<file path="config.mk">
export PLATFORM = sky130hd
export DESIGN_NAME = fbdiv_dual_modulus
export DESIGN_NICKNAME = d
export VERILOG_FILES = /design/src/rtl/fbdiv_pkg.sv /design/src/rtl/fbdiv_cfg.sv /design/src/rtl/fbdiv_prescaler.sv /design/src/rtl/fbdiv_counters.sv /design/src/rtl/fbdiv_dual_modulus.sv
export SDC_FILE = /design/constraint.sdc
export NUM_CORES = 1
export LEC_CHECK = 0
export BUFFER_PORTS_ARGS = -buffer_cell sky130_fd_sc_hd__buf_2
export CAP_MARGIN = 20
export CORE_ASPECT_RATIO = 1.5
export CORE_UTILIZATION = 65
export DETAILED_ROUTE_END_ITERATION = 12
export PLACE_DENSITY_LB_ADDON = 0.2
export SYNTH_ARGS = -nofsm -noshare
export SYNTH_HDL_FRONTEND = slang
export SYNTH_SLANG_ARGS = --single-unit
</file>
<file path="constraint.sdc">
create_clock -name clk_vco -period 4.87 [get_ports clk_vco]
set_clock_uncertainty 0.1 [all_clocks]
set_input_delay 0.7305 -clock clk_vco [delete_from_list [all_inputs] [get_ports clk_vco]]
set_output_delay 0.7305 -clock clk_vco [all_outputs]
set_load 0.02 [all_outputs]
</file>
<file path="src/rtl/fbdiv_pkg.sv">
package fbdiv_pkg;

  typedef enum logic [1:0] {
    PSEL_8  = 2'b00,
    PSEL_16 = 2'b01,
    PSEL_32 = 2'b10,
    PSEL_32X = 2'b11
  } psel_e;

  // Lower prescaler modulus P for a select code, with the smallest
  // modulus equal to 2**base_log2.
  function automatic int unsigned base_modulus(input logic [1:0] sel,
                                               input int unsigned base_log2);
    int unsigned step;
    case (psel_e'(sel))
      PSEL_8:  step = 0;
      PSEL_16: step = 1;
      default: step = 2;
    endcase
    return 32'd1 << (base_log2 + step);
  endfunction

  // Total division ratio N = B*P + A.
  function automatic int unsigned ratio_of(input logic [1:0] sel,
                                           input int unsigned a,
                                           input int unsigned b,
                                           input int unsigned base_log2);
    return b * base_modulus(sel, base_log2) + a;
  endfunction

  // A request can be divided only when the main count covers the swallow count.
  function automatic logic ratio_ok(input int unsigned a, input int unsigned b);
    return (b != 0) && (b >= a);
  endfunction

endpackage

</file>
<file path="src/rtl/fbdiv_cfg.sv">
module fbdiv_cfg
  import fbdiv_pkg::*;
#(
  parameter int A_W = 5,
  parameter int B_W = 13,
  parameter logic [1:0] RST_SEL = 2'b00,
  parameter int RST_A = 1,
  parameter int RST_B = 4
) (
  input  logic           clk,
  input  logic           rst_n,
  input  logic           load,
  input  logic [1:0]     sel_in,
  input  logic [A_W-1:0] a_in,
  input  logic [B_W-1:0] b_in,
  input  logic           take,
  output logic [1:0]     act_sel,
  output logic [A_W-1:0] act_a,
  output logic [B_W-1:0] act_b,
  output logic [1:0]     nxt_sel,
  output logic [A_W-1:0] nxt_a,
  output logic [B_W-1:0] nxt_b,
  output logic           ratio_err
);

  logic           req_ok;
  logic           load_ok;
  logic           load_bad;
  logic           pend_valid;
  logic [1:0]     pend_sel;
  logic [A_W-1:0] pend_a;
  logic [B_W-1:0] pend_b;

  assign req_ok   = ratio_ok(int'(a_in), int'(b_in));
  assign load_ok  = load && req_ok;
  assign load_bad = load && !req_ok;

  // Values that the next period will run with.
  always_comb begin
    if (pend_valid) begin
      nxt_sel = pend_sel;
      nxt_a   = pend_a;
      nxt_b   = pend_b;
    end else begin
      nxt_sel = act_sel;
      nxt_a   = act_a;
      nxt_b   = act_b;
    end
  end

  // Pending stage: the last valid request wins.
  always_ff @(posedge clk or negedge rst_n) begin
    if (!rst_n) begin
      pend_valid <= 1'b0;
      pend_sel   <= RST_SEL;
      pend_a     <= A_W'(RST_A);
      pend_b     <= B_W'(RST_B);
    end else if (load_ok) begin
      pend_valid <= 1'b1;
      pend_sel   <= sel_in;
      pend_a     <= a_in;
      pend_b     <= b_in;
    end else if (take) begin
      pend_valid <= 1'b0;
    end
  end

  // Active stage: changes only at a period boundary.
  always_ff @(posedge clk or negedge rst_n) begin
    if (!rst_n) begin
      act_sel <= RST_SEL;
      act_a   <= A_W'(RST_A);
      act_b   <= B_W'(RST_B);
    end else if (take) begin
      act_sel <= nxt_sel;
      act_a   <= nxt_a;
      act_b   <= nxt_b;
    end
  end

  always_ff @(posedge clk or negedge rst_n) begin
    if (!rst_n) begin
      ratio_err <= 1'b0;
    end else if (load) begin
      ratio_err <= load_bad;
    end
  end

  AST_REFUSE_FLAGS: assert property (@(posedge clk) disable iff (!rst_n)
    load_bad |=> ratio_err);

  AST_ACCEPT_CLEARS: assert property (@(posedge clk) disable iff (!rst_n)
    load_ok |=> !ratio_err);

  AST_REFUSE_KEEPS_PENDING: assert property (@(posedge clk) disable iff (!rst_n)
    load_bad |=> ($stable(pend_a) && $stable(pend_b) && $stable(pend_sel)));

  AST_ACTIVE_ONLY_AT_BOUNDARY: assert property (@(posedge clk) disable iff (!rst_n)
    !take |=> ($stable(act_a) && $stable(act_b) && $stable(act_sel)));

  AST_ACTIVE_VALID: assert property (@(posedge clk) disable iff (!rst_n)
    ratio_ok(int'(act_a), int'(act_b)));

endmodule

</file>
<file path="src/rtl/fbdiv_prescaler.sv">
module fbdiv_prescaler #(
  parameter int PC_W = 6
) (
  input  logic            clk,
  input  logic            rst_n,
  input  logic [PC_W-1:0] modulus,
  output logic            pre_end
);

  logic [PC_W-1:0] pc;
  logic [PC_W-1:0] last_pos;

  assign last_pos = modulus - PC_W'(1);
  assign pre_end  = (pc == last_pos);

  always_ff @(posedge clk or negedge rst_n) begin
    if (!rst_n) begin
      pc <= '0;
    end else if (pre_end) begin
      pc <= '0;
    end else begin
      pc <= pc + PC_W'(1);
    end
  end

  AST_PC_IN_RANGE: assert property (@(posedge clk) disable iff (!rst_n)
    pc < modulus);

  AST_PC_WRAPS: assert property (@(posedge clk) disable iff (!rst_n)
    pre_end |=> (pc == '0));

endmodule

</file>
<file path="src/rtl/fbdiv_counters.sv">
module fbdiv_counters #(
  parameter int A_W = 5,
  parameter int B_W = 13,
  parameter int RST_A = 1,
  parameter int RST_B = 4
) (
  input  logic           clk,
  input  logic           rst_n,
  input  logic           pre_end,
  input  logic [A_W-1:0] ld_a,
  input  logic [B_W-1:0] ld_b,
  output logic           swallow_on,
  output logic           period_end
);

  logic [A_W-1:0] a_rem;
  logic [B_W-1:0] b_rem;
  logic           last_pre;

  assign swallow_on = (a_rem != '0);
  assign last_pre   = (b_rem == B_W'(1));
  assign period_end = pre_end && last_pre;

  always_ff @(posedge clk or negedge rst_n) begin
    if (!rst_n) begin
      a_rem <= A_W'(RST_A);
      b_rem <= B_W'(RST_B);
    end else if (period_end) begin
      a_rem <= ld_a;
      b_rem <= ld_b;
    end else if (pre_end) begin
      b_rem <= b_rem - B_W'(1);
      if (swallow_on) begin
        a_rem <= a_rem - A_W'(1);
      end
    end
  end

  AST_SWALLOW_WITHIN_MAIN: assert property (@(posedge clk) disable iff (!rst_n)
    int'(a_rem) <= int'(b_rem));

  AST_MAIN_NONZERO: assert property (@(posedge clk) disable iff (!rst_n)
    b_rem != '0);

  AST_SWALLOW_DONE_AT_END: assert property (@(posedge clk) disable iff (!rst_n)
    period_end |-> (a_rem <= A_W'(1)));

endmodule

</file>
<file path="src/rtl/fbdiv_dual_modulus.sv">
module fbdiv_dual_modulus
  import fbdiv_pkg::*;
#(
  parameter int A_W = 5,
  parameter int B_W = 13,
  parameter int BASE_LOG2 = 3,
  parameter logic [1:0] RST_SEL = 2'b00,
  parameter int RST_A = 1,
  parameter int RST_B = 4
) (
  input  logic           clk_vco,
  input  logic           rst_n,
  input  logic [1:0]     mod_sel,
  input  logic [A_W-1:0] swallow_val,
  input  logic [B_W-1:0] main_val,
  input  logic           ratio_load,
  output logic           fb_pulse,
  output logic           ratio_err
);

  localparam int MAX_MOD = (1 << (BASE_LOG2 + 2)) + 1;
  localparam int PC_W    = $clog2(MAX_MOD + 1);

  logic [1:0]     act_sel;
  logic [A_W-1:0] act_a;
  logic [B_W-1:0] act_b;
  logic [1:0]     nxt_sel;
  logic [A_W-1:0] nxt_a;
  logic [B_W-1:0] nxt_b;
  logic           swallow_on;
  logic           pre_end;
  logic           period_end;
  logic [PC_W-1:0] cur_mod;

  fbdiv_cfg #(
    .A_W(A_W), .B_W(B_W), .RST_SEL(RST_SEL), .RST_A(RST_A), .RST_B(RST_B)
  ) u_cfg (
    .clk(clk_vco), .rst_n(rst_n), .load(ratio_load),
    .sel_in(mod_sel), .a_in(swallow_val), .b_in(main_val),
    .take(period_end),
    .act_sel(act_sel), .act_a(act_a), .act_b(act_b),
    .nxt_sel(nxt_sel), .nxt_a(nxt_a), .nxt_b(nxt_b),
    .ratio_err(ratio_err)
  );

  // Prescaler runs at P+1 while swallow cycles remain, otherwise at P.
  assign cur_mod = PC_W'(base_modulus(act_sel, BASE_LOG2)) + PC_W'(swallow_on);

  fbdiv_prescaler #(.PC_W(PC_W)) u_pre (
    .clk(clk_vco), .rst_n(rst_n), .modulus(cur_mod), .pre_end(pre_end)
  );

  fbdiv_counters #(
    .A_W(A_W), .B_W(B_W), .RST_A(RST_A), .RST_B(RST_B)
  ) u_cnt (
    .clk(clk_vco), .rst_n(rst_n), .pre_end(pre_end),
    .ld_a(nxt_a), .ld_b(nxt_b),
    .swallow_on(swallow_on), .period_end(period_end)
  );

  always_ff @(posedge clk_vco or negedge rst_n) begin
    if (!rst_n) begin
      fb_pulse <= 1'b0;
    end else begin
      fb_pulse <= period_end;
    end
  end

  // Independent period-length monitor for the assertions.
  logic [31:0] per_cnt;
  always_ff @(posedge clk_vco or negedge rst_n) begin
    if (!rst_n) begin
      per_cnt <= '0;
    end else if (period_end) begin
      per_cnt <= '0;
    end else begin
      per_cnt <= per_cnt + 32'd1;
    end
  end

  AST_PERIOD_LENGTH: assert property (@(posedge clk_vco) disable iff (!rst_n)
    period_end |-> (per_cnt + 32'd1 == ratio_of(act_sel, int'(act_a), int'(act_b), BASE_LOG2)));

  AST_PULSE_ONE_CYCLE: assert property (@(posedge clk_vco) disable iff (!rst_n)
    fb_pulse |=> !fb_pulse);

  AST_PULSE_AFTER_END: assert property (@(posedge clk_vco) disable iff (!rst_n)
    period_end |=> fb_pulse);

  AST_RESET_QUIET: assert property (@(posedge clk_vco)
    !rst_n |-> (!fb_pulse && !ratio_err));

endmodule

</file>
; Word-level counts from Yosys, hierarchy flattened
; Index checks and enable logic that the tools add are counted.
[op_classes]
addsub = 6
n_eq_ne = 3
div_mod_pow = 0
bitwise_logic = 0
n_reduce_logical = 13
n_shift = 1
mul = 0
mux = 11
magnitude_cmp = 1
[ops]
columns = operator, count
row1 = 13-bit two-way mux, 3
row2 = "2-bit by 32-bit adder with 32-bit output, first input constant", 1
row3 = "1-bit by 32-bit << shifter with 6-bit output, first input constant", 1
row4 = 5-bit two-way mux, 4
row5 = "13-bit by 1-bit == test with 1-bit output, second input constant", 1
row6 = 13-bit by 5-bit greater-or-equal comparator with 1-bit output, 1
row7 = 13-bit nonzero test, 1
row8 = "13-bit by 1-bit subtractor with 13-bit output, second input constant", 1
row9 = 6-bit by 1-bit adder with 6-bit output, 1
row10 = "6-bit by 1-bit adder with 6-bit output, second input constant", 1
row11 = 6-bit == test, 1
row12 = 6-bit two-way mux, 1
row13 = 2-bit nonzero test, 3
row14 = "6-bit by 1-bit subtractor with 6-bit output, second input constant", 1
row15 = 5-bit nonzero test, 1
row16 = "5-bit by 1-bit subtractor with 5-bit output, second input constant", 1
row17 = 1-bit logical AND, 4
row18 = 2-bit case mux with 2 select lines, 1
row19 = 2-bit AND reduction, 2
row20 = "2-bit by 1-bit == test with 1-bit output, second input constant", 1
row21 = 2-bit zero test, 1
row22 = 1-bit two-way mux, 2
row23 = 1-bit zero test, 1
[word_totals]
out_inout_bits = 2
ramBits = 0
reg_bits = 67
rom_bits = 0
latchBits = 0
elab_cells = 47
input_bits = 23
mem_count = 0

; Longest topological paths before layout
; Gate-level depths: netlist (run 1).
[depth]
word_depth = 10
mapped_depth = 10
mapped_depth_nobuf = 8

; By module
; A second synthesis (run 1) with hierarchy kept.
[unflattened]
hier_cells = 312
hier_area_um2 = 3664.8
[modules_own_cells]
columns = mod, seq_area_each_um2, area_per_inst_um2, instances, cells_each
row1 = fbdiv_cfg, 1056.0, 1996.9, 1, 135
row2 = fbdiv_counters, 452.9, 1157.4, 1, 124
row3 = fbdiv_prescaler, 150.1, 439.2, 1, 45
row4 = fbdiv_dual_modulus, 25.0, 71.3, 1, 8

; Least setup slack after synthesis (run 1)
; Ideal clock, no wire load.
[synth_timing]
path_kind = flip-flop to flip-flop
start = register u_cnt.a_rem[0]
end = register u_cfg.act_b[10]
required_time_ps = 4645
synth_period_minus_slack_ps = 2763
n_path_buf = 2
setup_slack_ps = 2107
setup_time_ps = 125
stages_incl_launch_ff = 11
arrival_ps = 2538
path_cell_list = dfstp_2 inv_1 ha_1 nor4b_4 nor4_1 mux2i_1 nand2b_2 or3_1 buf_6 buf_6 mux2_4
[synth_between]
elab_chain_cells = 5
[synth_lines]
columns = item, line_no
row1 = start: declaration, fbdiv_counters.sv:16  ; logic [A_W-1:0] a_rem;
row2 = start signal: assignment, fbdiv_counters.sv:26  ; a_rem <= A_W'(RST_A);
row3 = start signal: assignment, fbdiv_counters.sv:29  ; a_rem <= ld_a;
row4 = start signal: assignment, fbdiv_counters.sv:34  ; a_rem <= a_rem - A_W'(1);
row5 = 5-bit nonzero test, fbdiv_counters.sv:20  ; assign swallow_on = (a_rem != '0);
row6 = 6-bit by 1-bit adder with 6-bit output, fbdiv_dual_modulus.sv:47  ; assign cur_mod = PC_W'(base_modulus(act_sel, BASE_LOG2)) + PC_W'(swallow_on);
row7 = 6-bit by 1-bit subtractor with 6-bit output, fbdiv_prescaler.sv:13  ; assign last_pos = modulus - PC_W'(1);
row8 = 6-bit == test, fbdiv_prescaler.sv:14  ; assign pre_end = (pc == last_pos);
row9 = 1-bit logical AND, fbdiv_counters.sv:22  ; assign period_end = pre_end && last_pre;
row10 = end signal: assignment, fbdiv_cfg.sv:73  ; act_b <= B_W'(RST_B);
row11 = end signal: assignment, fbdiv_cfg.sv:77  ; act_b <= nxt_b;
row12 = end: declaration, fbdiv_cfg.sv:19  ; output logic [B_W-1:0] act_b,
; Every way passes these cells.
; A chain may end at the register's enable or synchronous reset.

; Final worst setup path (run 1)
[layout_timing]
start = register u_cnt.a_rem[0]
end = register u_cfg.act_sel[0]
[layout_between]
elab_chain_cells = 6
[layout_lines]
columns = item, line_no
row1 = 5-bit nonzero test, fbdiv_counters.sv:20
row2 = 6-bit by 1-bit adder with 6-bit output, fbdiv_dual_modulus.sv:47
row3 = 6-bit by 1-bit subtractor with 6-bit output, fbdiv_prescaler.sv:13
row4 = 6-bit == test, fbdiv_prescaler.sv:14
row5 = 1-bit logical AND, fbdiv_counters.sv:22
row6 = 2-bit AND reduction (no source line), n/a
row7 = end signal: assignment, fbdiv_cfg.sv:75  ; act_sel <= nxt_sel;
row8 = end: declaration, fbdiv_cfg.sv:17  ; output logic [1:0] act_sel,
; Every way passes these cells.

==> flow_summary.ini, run 1 <==
[synthesis]
ys_seq_area_share_pct = 47.73
synth_seq_cells = 67
synth.avg_cell_area_um2 = 11.53
synth_edf_count = 0
syn_area_um2 = 3528
synthesis.nets = 339
netlist_instances = 306
synth_ff_type = dfrtp_1
synth.largest_area_cell = dfrtp_1
synth_cell_types = 56
synth.top_cell.area_share_pct = 43.26
async_reset_ff_share_pct = 100.0
yosys_warnings = 0
synth.area.top_cells = dfrtp_1 (43%), mux2_1 (5.4%), mux2i_1 (4.8%)

[floorplan]
die_width_um = 62.16
io_pins = 25
rows = 32
dieArea_um2 = 5733
die_height_um = 92.24
initial_utilization_pct = 68.31
coreArea_um2 = 5165

[pwr]
power_leakage_nw = 1.853
cellPowerDensity_nw_per_um2 = 287.3
vdd_drop_max_mv = 0.2822
p_comb_share_pct = 6.5
switchingPower_mw = 0.2585
clkPwrFrac_pct = 40.7
p_int_mw = 0.8590
pwr-share-seq_pct = 52.9
swShare_pct = 23.13

[sta]
hold_violations = 0
slew_violations = 0
rsz0062_at_grt = no
clock.fmax_mhz = 304.8
fin_crit_sh_pct = 67.36
fin_tns_setup_ns = 0
final-setup-viol-count = 0
min_period_ns = 3.280
worst_pin_slew_ns = 0.9429
relSlewSlack_pct = 37.14

[drt]
wl_met2_mm = 3.416
wl_met3_um = 202
routed-via-count = 2465
routed.top_layer = met4
viasPerCell = 6.086
wl_mm = 6.737
ant_nets = 0
wl_met1_mm = 2.966
avgRoutedWirePerCell_um = 16.63
drc = 0
first_pass_iters = 4
drt_iter0_drc = 119

[clock_network]
cts_buffers = 9
clock-sinks = 67
cts_buffer_depth = 2
ctsResizeCount = 0
hold_buffers = 0
post_cts_buffers = 0
cts.root.buffer_cell = clkbuf_8
clock_latency_ns = 0.34
clkTransAtPathRegs_ns = 0.07
h-tree-depth = 3
cts_tree = built

[placed_design]
dp_hpwl_mm = 4.863
portBuffers = 24
place_congestion = 0.8226

[cells_and_area]
mostFrequentLayoutCell = dfrtp_1
final_util_pct = 75.31
most-common-layout-cells = dfrtp_1 (61), buf_2 (24), nor2_1 (17), mux2i_1 (17), mux2_1 (17)
layout-drive-gt1-share_pct = 21.96
layout.nets = 365
n_antenna_cell = 0
area_growth_pct = 10.25

[setup_path]
crit_fanout = 18
arrival_ns = 3.39
path_class = reg -> reg
cp-start-kind = flip-flop
endpoint_kind = flip-flop
rrSetupSlack_ns = 1.59
rr_worst_depth = 8
worstPathRequired_ns = 4.98
reg2reg_to = u_cfg.act_sel[0]
rr_startpoint = u_cnt.a_rem[0]

[min_path]
hp-class = reg -> reg
hold-path-endpoint = u_cnt.b_rem[10]
min_path_cells = 1
holdCritStartpoint = u_cnt.b_rem[10]

[global_route]
overflow = 0
antenna_found_initial = 0
grt_first_pass_wirelength_mm = 11.50
grt_max_degree = 68
grtUsageTotal_pct = 25.65
grt_pass1_vias = 2470

[run_status]
outcome = finished, final reports clean

[job]
maxCapViolCount = 0
-- per-layer routing --
| metal | vias up | GRT usage (%) |
|---|---|---|
| li1 | 1188 | - |
| met1 | 1211 | 32.50 |
| met2 | 47 | 42.67 |
| met3 | 19 | 5.721 |
| met4 | 0 | 9.884 |
| met5 | - | 0 |
-- cells in the mapped netlist, drive strengths merged, types with 4 or more instances --
| cell | count |
|---|---|
| a21oi | 15 |
| o21ai | 10 |
| ha | 10 |
| mux2 | 32 |
| nor4 | 5 |
| buf | 4 |
| nand2 | 12 |
| nor3 | 9 |
| or4 | 4 |
| or2 | 4 |
| a22o | 12 |
| clkbuf | 8 |
| inv | 16 |
| a221o | 5 |
| dfstp | 6 |
| o22a | 6 |
| dfrtp | 61 |
| nand2b | 4 |
| and2 | 7 |
| nor2 | 17 |
| mux2i | 17 |
| nand3 | 4 |
-- through the flow --
stage	instance area (µm²)	cells	hold WS (ns)	power, mW	setup slack, ns
floorplan	3528	306	0.3349	0.6351	2.107
global placement	3687	388	0.3576	0.6681	1.712
detailed placement	3687	388	0.3712	0.6737	1.602
CTS	3882	404	0.3810	1.126	1.583
global route	3890	405	0.4078	1.156	1.376
finish	3890	405	0.3801	1.118	1.590
-- sequential cells by signal (all words and copies together) (netlist names) --
register / cells
u_cfg.pend_b: 13
fb_pulse: 1
u_cnt.b_rem: 13
u_cfg.pend_sel: 2
u_cfg.pend_a: 5
u_cfg.act_b: 13
u_cfg.ratio_err: 1
u_pre.pc: 6
u_cfg.pend_valid: 1
u_cfg.act_sel: 2
u_cfg.act_a: 5
u_cnt.a_rem: 5
-- cell type report --
cell class	instances	area, µm²
flip-flops and latches	67	1684
inverters	16	60.06
clock buffers	12	145.1
repair buffers	27	142.6
fillers	360	1275
well taps	68	85.08
multi-input cells	211	1723
clock inverters	4	50.05
-- worst max-delay path, cell delays in order (launching register included) --
cell	delay, ns
dfstp_2	0.53
inv_1	0.07
ha_1	0.20
nor4b_4	0.15
o211a_1	0.22
a211oi_2	0.45
or2_1	0.26
or3_1	0.76
mux2_1	0.40
-- worst max-delay path by stage --
stage                         startpoint               end  slack [ns]  cells after the start
after floorplan           u_cnt.a_rem[0]   u_cfg.act_b[10]        2.11                     10
after global placement    u_cnt.a_rem[0]    u_cfg.act_b[0]        1.71                      8
after detailed placement  u_cnt.a_rem[0]  u_cfg.act_sel[0]        1.60                      8
after CTS                 u_cnt.a_rem[0]  u_cfg.act_sel[0]        1.58                      8
after global routing      u_cnt.a_rem[0]    u_cfg.act_a[1]        1.38                      8
final                     u_cnt.a_rem[0]  u_cfg.act_sel[0]        1.59                      8
-- power by group through the flow --
stage | combinational, mW | clock, mW | sequential (mW)
floorplan | 0.0398 | 0 | 0.595
CTS | 0.0739 | 0.461 | 0.590
detailed placement | 0.0730 | 0 | 0.601
global placement | 0.0694 | 0 | 0.599
finish | 0.0725 | 0.454 | 0.591
global route | 0.0814 | 0.482 | 0.592
-- kinds of logic after synthesis --
| family | after synthesis | synth area share (%) |
|---|---|---|
| AOI/OAI and AO/OA | 73 | 15.32 |
| xor gates and xnor gates | 5 | 1.241 |
| adders and majority gates | 10 | 3.546 |
| buffers and inverters | 28 | 3.440 |
| DFF | 67 | 47.73 |
| muxes | 49 | 16.10 |
| and+or+nand+nor | 74 | 12.62 |
Power figures use the tool's default switching activity.
==> inputs of run 2 (changes only) <==
--- a/config.mk
+++ b/config.mk
@@ -8,7 +8,7 @@
 export BUFFER_PORTS_ARGS = -buffer_cell sky130_fd_sc_hd__buf_2
 export CAP_MARGIN = 20
 export CORE_ASPECT_RATIO = 1.5
-export CORE_UTILIZATION = 65
+export CORE_UTILIZATION = 54
 export DETAILED_ROUTE_END_ITERATION = 12
 export PLACE_DENSITY_LB_ADDON = 0.2
 export SYNTH_ARGS = -nofsm -noshare
==> constraint.sdc (replaced) <==
create_clock -name clk_vco -period 2.9 [get_ports clk_vco]
set_clock_uncertainty 0.1 [all_clocks]
set_input_delay 0.435 -clock clk_vco [delete_from_list [all_inputs] [get_ports clk_vco]]
set_output_delay 0.435 -clock clk_vco [all_outputs]
set_load 0.02 [all_outputs]
==> run 2 against run 1 <==
Non-clock buffer count up 9. Power up 62%. Sequential power up 68%. Worst setup slack worse by 1.4 ns. Via count down 0.69%. First-iteration DRC count down 0.84%. Routed wire length up 0.67%. Die area up 20%. Fmax up 19%. Hold slack worse by 0.24 ns. Clock-buffer cell count down 3. Cell count up 3.7%. Largest power group unchanged.
==> flow_summary.ini, run 2 (synthesis gave the netlist of run 1 again) <==
[run_status]
outcome = finished, final reports clean

[clock_network]
clock-sinks = 67
cts_buffers = 9
clkTransAtPathRegs_ns = 0.07
h-tree-depth = 3
cts_buffer_depth = 2
clock_latency_ns = 0.36
cts_tree = built
cts.root.buffer_cell = clkbuf_8

[pwr]
switchingPower_mw = 0.4766
vdd_drop_max_mv = 0.3855
p_int_mw = 1.337
p_comb_share_pct = 6.6
finalPower_mw = 1.814
swShare_pct = 26.28
cellPowerDensity_nw_per_um2 = 455.1
clkPwrFrac_pct = 38.7
power_leakage_nw = 1.910
pwr-share-seq_pct = 54.6

[setup_path]
rr_worst_depth = 9
crit_fanout = 18
cp.depth = 9
path_delay_family = simple AND/OR/NAND/NOR gates
critPathMaxStageDelay_ns = 0.39
rr_startpoint = u_cnt.a_rem[1]
cp-start-kind = flip-flop
crit_chain = inv_1 -> ha_1 -> nor4b_4 -> mux2i_1 -> a211oi_2 -> or2_4 -> or3_4 -> buf_12 -> mux2_1
path_class = reg -> reg
endpoint = u_cfg.act_a[2]
reg2reg_to = u_cfg.act_a[2]
path_buf_inv = 2
rrSetupSlack_ns = 0.15
endpoint_kind = flip-flop
cp_slowest_cell = dfrtp_1
arrival_ns = 2.88
worstPathRequired_ns = 3.04
critPathLaunch = u_cnt.a_rem[1]

[placed_design]
place_congestion = 0.8058
place_area_um2 = 3782
dp_hpwl_mm = 4.919
portBuffers = 24
placed_cells = 404
place_ws_ns = 0.1226

[job]
maxCapViolCount = 0

[global_route]
overflow = 0
grtUsageTotal_pct = 23.14
grt_max_degree = 68
grt_pass1_vias = 2436
antenna_found_initial = 0
grt_first_pass_wirelength_mm = 11.66

[drt]
drt_iter0_drc = 118
drc = 0
first_pass_iters = 4
viasPerCell = 5.829
avgRoutedWirePerCell_um = 16.15
ant_nets = 0
wl_mm = 6.782
routed-via-count = 2448

[cells_and_area]
layout-drive-gt1-share_pct = 26.01
mostFrequentLayoutCell = dfrtp_1
stdcell_count = 420
area_growth_pct = 12.94
num-fill-cells = 522
layout.nets = 374
reg_top3 = u_cfg.act_b x13, u_cfg.pend_b x13, u_cnt.b_rem x13
n_antenna_cell = 0
most-common-layout-cells = dfrtp_1 (61), buf_2 (24), nor2_1 (17), mux2i_1 (17), mux2_1 (17)
final_area_um2 = 3985

[sta]
rsz0062_at_grt = no
min_period_ns = 2.749
relSlewSlack_pct = 44.24
fin_tns_setup_ns = 0
worst_pin_slew_ns = 0.8364
final-setup-viol-count = 0
slew_violations = 0
hold_violations = 0
clock.fmax_mhz = 363.8
fin_crit_sh_pct = 94.80
setup_ws_ns = 0.1509

[floorplan]
coreArea_um2 = 6218
io_pins = 25
die_width_um = 68
dieArea_um2 = 6868
initial_utilization_pct = 56.74
rows = 35
die_height_um = 101

[min_path]
hp-class = in -> async
-- run 2: cell count changes in the layout (fill, tap and decap cells not counted), moves of 2 or more --
| cell | before | now |
|---|---|---|
| clkbuf_1 | 2 | 0 |
| or3_4 | 0 | 2 |
| or3_1 | 3 | 1 |
| buf_4 | 3 | 11 |
| clkinv_4 | 0 | 3 |
-- run 2: cell type report --
| cell class | count | area, µm² | area share (%) |
|---|---|---|---|
| flip-flops and latches | 67 | 1684 | 42.26 |
| inverters | 16 | 60.06 | 1.507 |
| repair buffers | 36 | 222.7 | 5.589 |
| clock buffers | 9 | 123.9 | 3.108 |
| well taps | 74 | 92.59 | 2.323 |
| multi-input cells | 211 | 1749 | 43.89 |
| clock inverters | 7 | 52.55 | 1.319 |
-- run 2: timing repair --
item                                    4_1_cts  5_1_grt
hold buffers                                  0        0
endpoints found under the setup margin        0       19
resized for setup                             0        5
endpoints found under the hold margin         0        0
buffers inserted                              0        0
-- run 2: power by group through the flow --
stage | combinational [mW] | sequential [mW] | clock [mW]
after global placement | 0.122 | 1.01 | 0
final | 0.121 | 0.990 | 0.703
after floorplan | 0.0669 | 1.00 | 0
after detailed placement | 0.123 | 1.01 | 0
after CTS | 0.124 | 0.990 | 0.713
after global routing | 0.138 | 0.994 | 0.749
-- run 2: worst register-to-register path, stage by stage (launching register included) --
cell      delay, ns
dfrtp_1        0.39
inv_1          0.10
ha_1           0.16
nor4b_4        0.35
mux2i_1        0.27
a211oi_2       0.10
or2_4          0.28
or3_4          0.39
buf_12         0.17
mux2_1         0.32
-- run 2: how the worst min path moves through the flow --
stage               startpoint                end  slack [ns]  cells past startpoint
2_1_floorplan            rst_n           fb_pulse        0.04                      0
6_report                 rst_n        u_pre.pc[4]        0.14                      2
3_3_place_gp   u_cfg.ratio_err    u_cfg.ratio_err        0.36                      1
3_5_place_dp   u_cfg.ratio_err    u_cfg.ratio_err        0.37                      1
4_1_cts             mod_sel[0]  u_cfg.pend_sel[0]        0.18                      2
5_1_grt         swallow_val[2]    u_cfg.pend_a[2]        0.20                      2
-- run 2: through the flow --
stage               hold WS, ns  util, %
detailed placement       0.3666    60.82
floorplan               0.03941        -
global placement         0.3586    60.82
finish                   0.1424    64.08
CTS                      0.1810    63.66
global route             0.2002    64.08
-- run 2: layer usage --
| layer | GRT usage, % | routed length [µm] | share of wire (%) |
|---|---|---|---|
| met1 | 30.48 | 3146 | 46 |
| met2 | 36.20 | 3323 | 49 |
| met3 | 4.751 | 175 | 2.6 |
| met4 | 10.10 | 138 | 2.0 |
| met5 | 0 | 0 | 0 |
==> inputs of run 3 (changes only) <==
--- a/config.mk
+++ b/config.mk
@@ -5,12 +5,13 @@
 export SDC_FILE = /design/constraint.sdc
 export NUM_CORES = 1
 export LEC_CHECK = 0
-export BUFFER_PORTS_ARGS = -buffer_cell sky130_fd_sc_hd__buf_2
+export BUFFER_PORTS_ARGS = -buffer_cell sky130_fd_sc_hd__clkbuf_2
 export CAP_MARGIN = 20
 export CORE_ASPECT_RATIO = 1.5
 export CORE_UTILIZATION = 54
 export DETAILED_ROUTE_END_ITERATION = 12
 export PLACE_DENSITY_LB_ADDON = 0.2
+export REMOVE_ABC_BUFFERS = 1
 export SYNTH_ARGS = -nofsm -noshare
 export SYNTH_HDL_FRONTEND = slang
 export SYNTH_SLANG_ARGS = --single-unit
==> run 3 against run 2 <==
Power increased by 8.1%. Register-to-register slack improved by 0.03 ns. Via count increased by 1.8%. Non-clock buffer count increased by 5. Sequential share of layout area decreased by 0.77 points. Die area unchanged. Hold slack improved by 0.053 ns. Routed wire length increased by 2.2%. Combinational power about the same. Highest routed layer unchanged.
==> flow_summary.ini, run 3 (synthesis gave the netlist of run 1 again) <==
[global_route]
grt_use_met3_pct = 5.430
grt_first_pass_wirelength_mm = 11.92
busiest_layer = met2
grt_max_degree = 42
grtUsageTotal_pct = 23.77
met2_usage_pct = 36.73
grt_use_met1_pct = 31.56
antenna_found_initial = 0
grt_pass1_vias = 2494
overflow = 0

[pwr]
finalPower_mw = 1.960
power_leakage_nw = 1.950
cellPowerDensity_nw_per_um2 = 483.0
vdd_drop_max_mv = 0.4079

[setup_path]
worstPathRequired_ns = 3.03
path_class = reg -> reg
crit_fanout = 18
arrival_ns = 2.84
endpoint_kind = flip-flop
cp-start-kind = flip-flop

[sta]
fin_crit_sh_pct = 93.63
final-setup-viol-count = 0
worst_pin_slew_ns = 0.5137
clock.fmax_mhz = 368.3
relSlewSlack_pct = 65.44
slew_violations = 0
hold_violations = 0
min_period_ns = 2.715
hold-worst-slack_ns = 0.1955

[cells_and_area]
reg_top3 = u_cfg.act_b x13, u_cfg.pend_b x13, u_cnt.b_rem x13
layout.nets = 379
final_area_um2 = 4059
area_growth_pct = 15.04
n_antenna_cell = 0
layout-drive-gt1-share_pct = 26.50
mostFrequentLayoutCell = dfrtp_1
most-common-layout-cells = dfrtp_1 (61), clkbuf_2 (23), nor2_1 (17), mux2i_1 (17), mux2_1 (17)
final_util_pct = 65.27
stdcell_count = 425

[floorplan]
rows = 35
initial_utilization_pct = 56.74
coreArea_um2 = 6218
die_height_um = 101
io_pins = 25
dieArea_um2 = 6868
die_width_um = 68

[clock_network]
clock-sinks = 67
cts_buffers = 9
cts.root.buffer_cell = clkbuf_8
post_cts_buffers = 0
clock_latency_ns = 0.35
cts_buffer_depth = 2
h-tree-depth = 3
clkTransAtPathRegs_ns = 0.07
cts_tree = built

[drt]
avgRoutedWirePerCell_um = 16.30
viasPerCell = 5.861
routed-via-count = 2491
drc = 0
first_pass_iters = 4
wl_mm = 6.929
ant_nets = 0
drt_iter0_drc = 102

[placed_design]
place_congestion = 0.8010
place_area_um2 = 3800
placed_cells = 408
dp_hpwl_mm = 5.152
portBuffers = 24

[min_path]
hp-class = in -> reg

[job]
maxCapViolCount = 0

[run_status]
outcome = finished, final reports clean
-- run 3: changes by cell type in the layout (fill, tap and decap cells not counted), sizes merged --
cell,before,now
inv,17,16
clkinv,5,3
bufinv,0,2
clkbuf,9,33
dlygate4sd3,0,1
buf,36,17
-- run 3: critical path, cell delays in order, from the launching register on --
cell	delay [ns]
dfstp_2	0.37
inv_1	0.11
ha_1	0.16
nor4b_4	0.34
mux2i_1	0.27
a211oi_2	0.10
or2_4	0.28
or3_4	0.39
buf_12	0.17
mux2_1	0.31
-- run 3: worst paths after layout --
kind,from,endpoint,slack [ns],cells after the start
max in group asynchronous,rst_n,u_cfg.act_b[2],1.73,3
min,mod_sel[1],u_cfg.pend_sel[1],0.20,2
max,u_cnt.a_rem[0],u_cfg.act_a[1],0.18,9
max reg2reg,u_cnt.a_rem[0],u_cfg.act_a[1],0.18,9
min reg2reg,u_cnt.b_rem[10],u_cnt.b_rem[10],0.37,1
min in group asynchronous,rst_n,u_cnt.a_rem[1],0.51,3
-- run 3: cell type report --
class	instances	area, µm²
clock inverters	6	90.09
inverters	16	60.06
flip-flops and latches	67	1684
multi-input cells	211	1742
repair buffers	41	262.8
well taps	74	92.59
fillers	499	2160
clock buffers	10	127.6
-- run 3: power breakdown --
group	leakage, nW	internal [mW]	switching, mW	total, mW
Clock	0.106	0.485	0.359	0.844
Combinational	1.04	0.0600	0.0643	0.124
Sequential	0.806	0.966	0.0263	0.992
-- run 3: per-stage QoR --
stage          setup slack (ns)  setup TNS (ns)
4_1_cts                 0.07430               0
3_3_place_gp             0.1807               0
6_report                 0.1847               0
2_1_floorplan          -0.08513          -1.265
3_5_place_dp             0.1059               0
5_1_grt               -0.001417       -0.001417
-- run 3: metal layers --
metal  vias up  part of all wire, %
li1       1216                    -
met1      1222                   46
met2        42                   49
met3        11                  2.8
met4         0                  1.9
met5         -                    0
-- run 3: repair_timing --
| action | 4_1_cts | 5_1_grt |
|---|---|---|
| gates resized for setup | 0 | 8 |
| endpoints found under the setup margin | 0 | 23 |
| hold buffers | 1 | 0 |
| hold endpoints to repair | 23 | 0 |
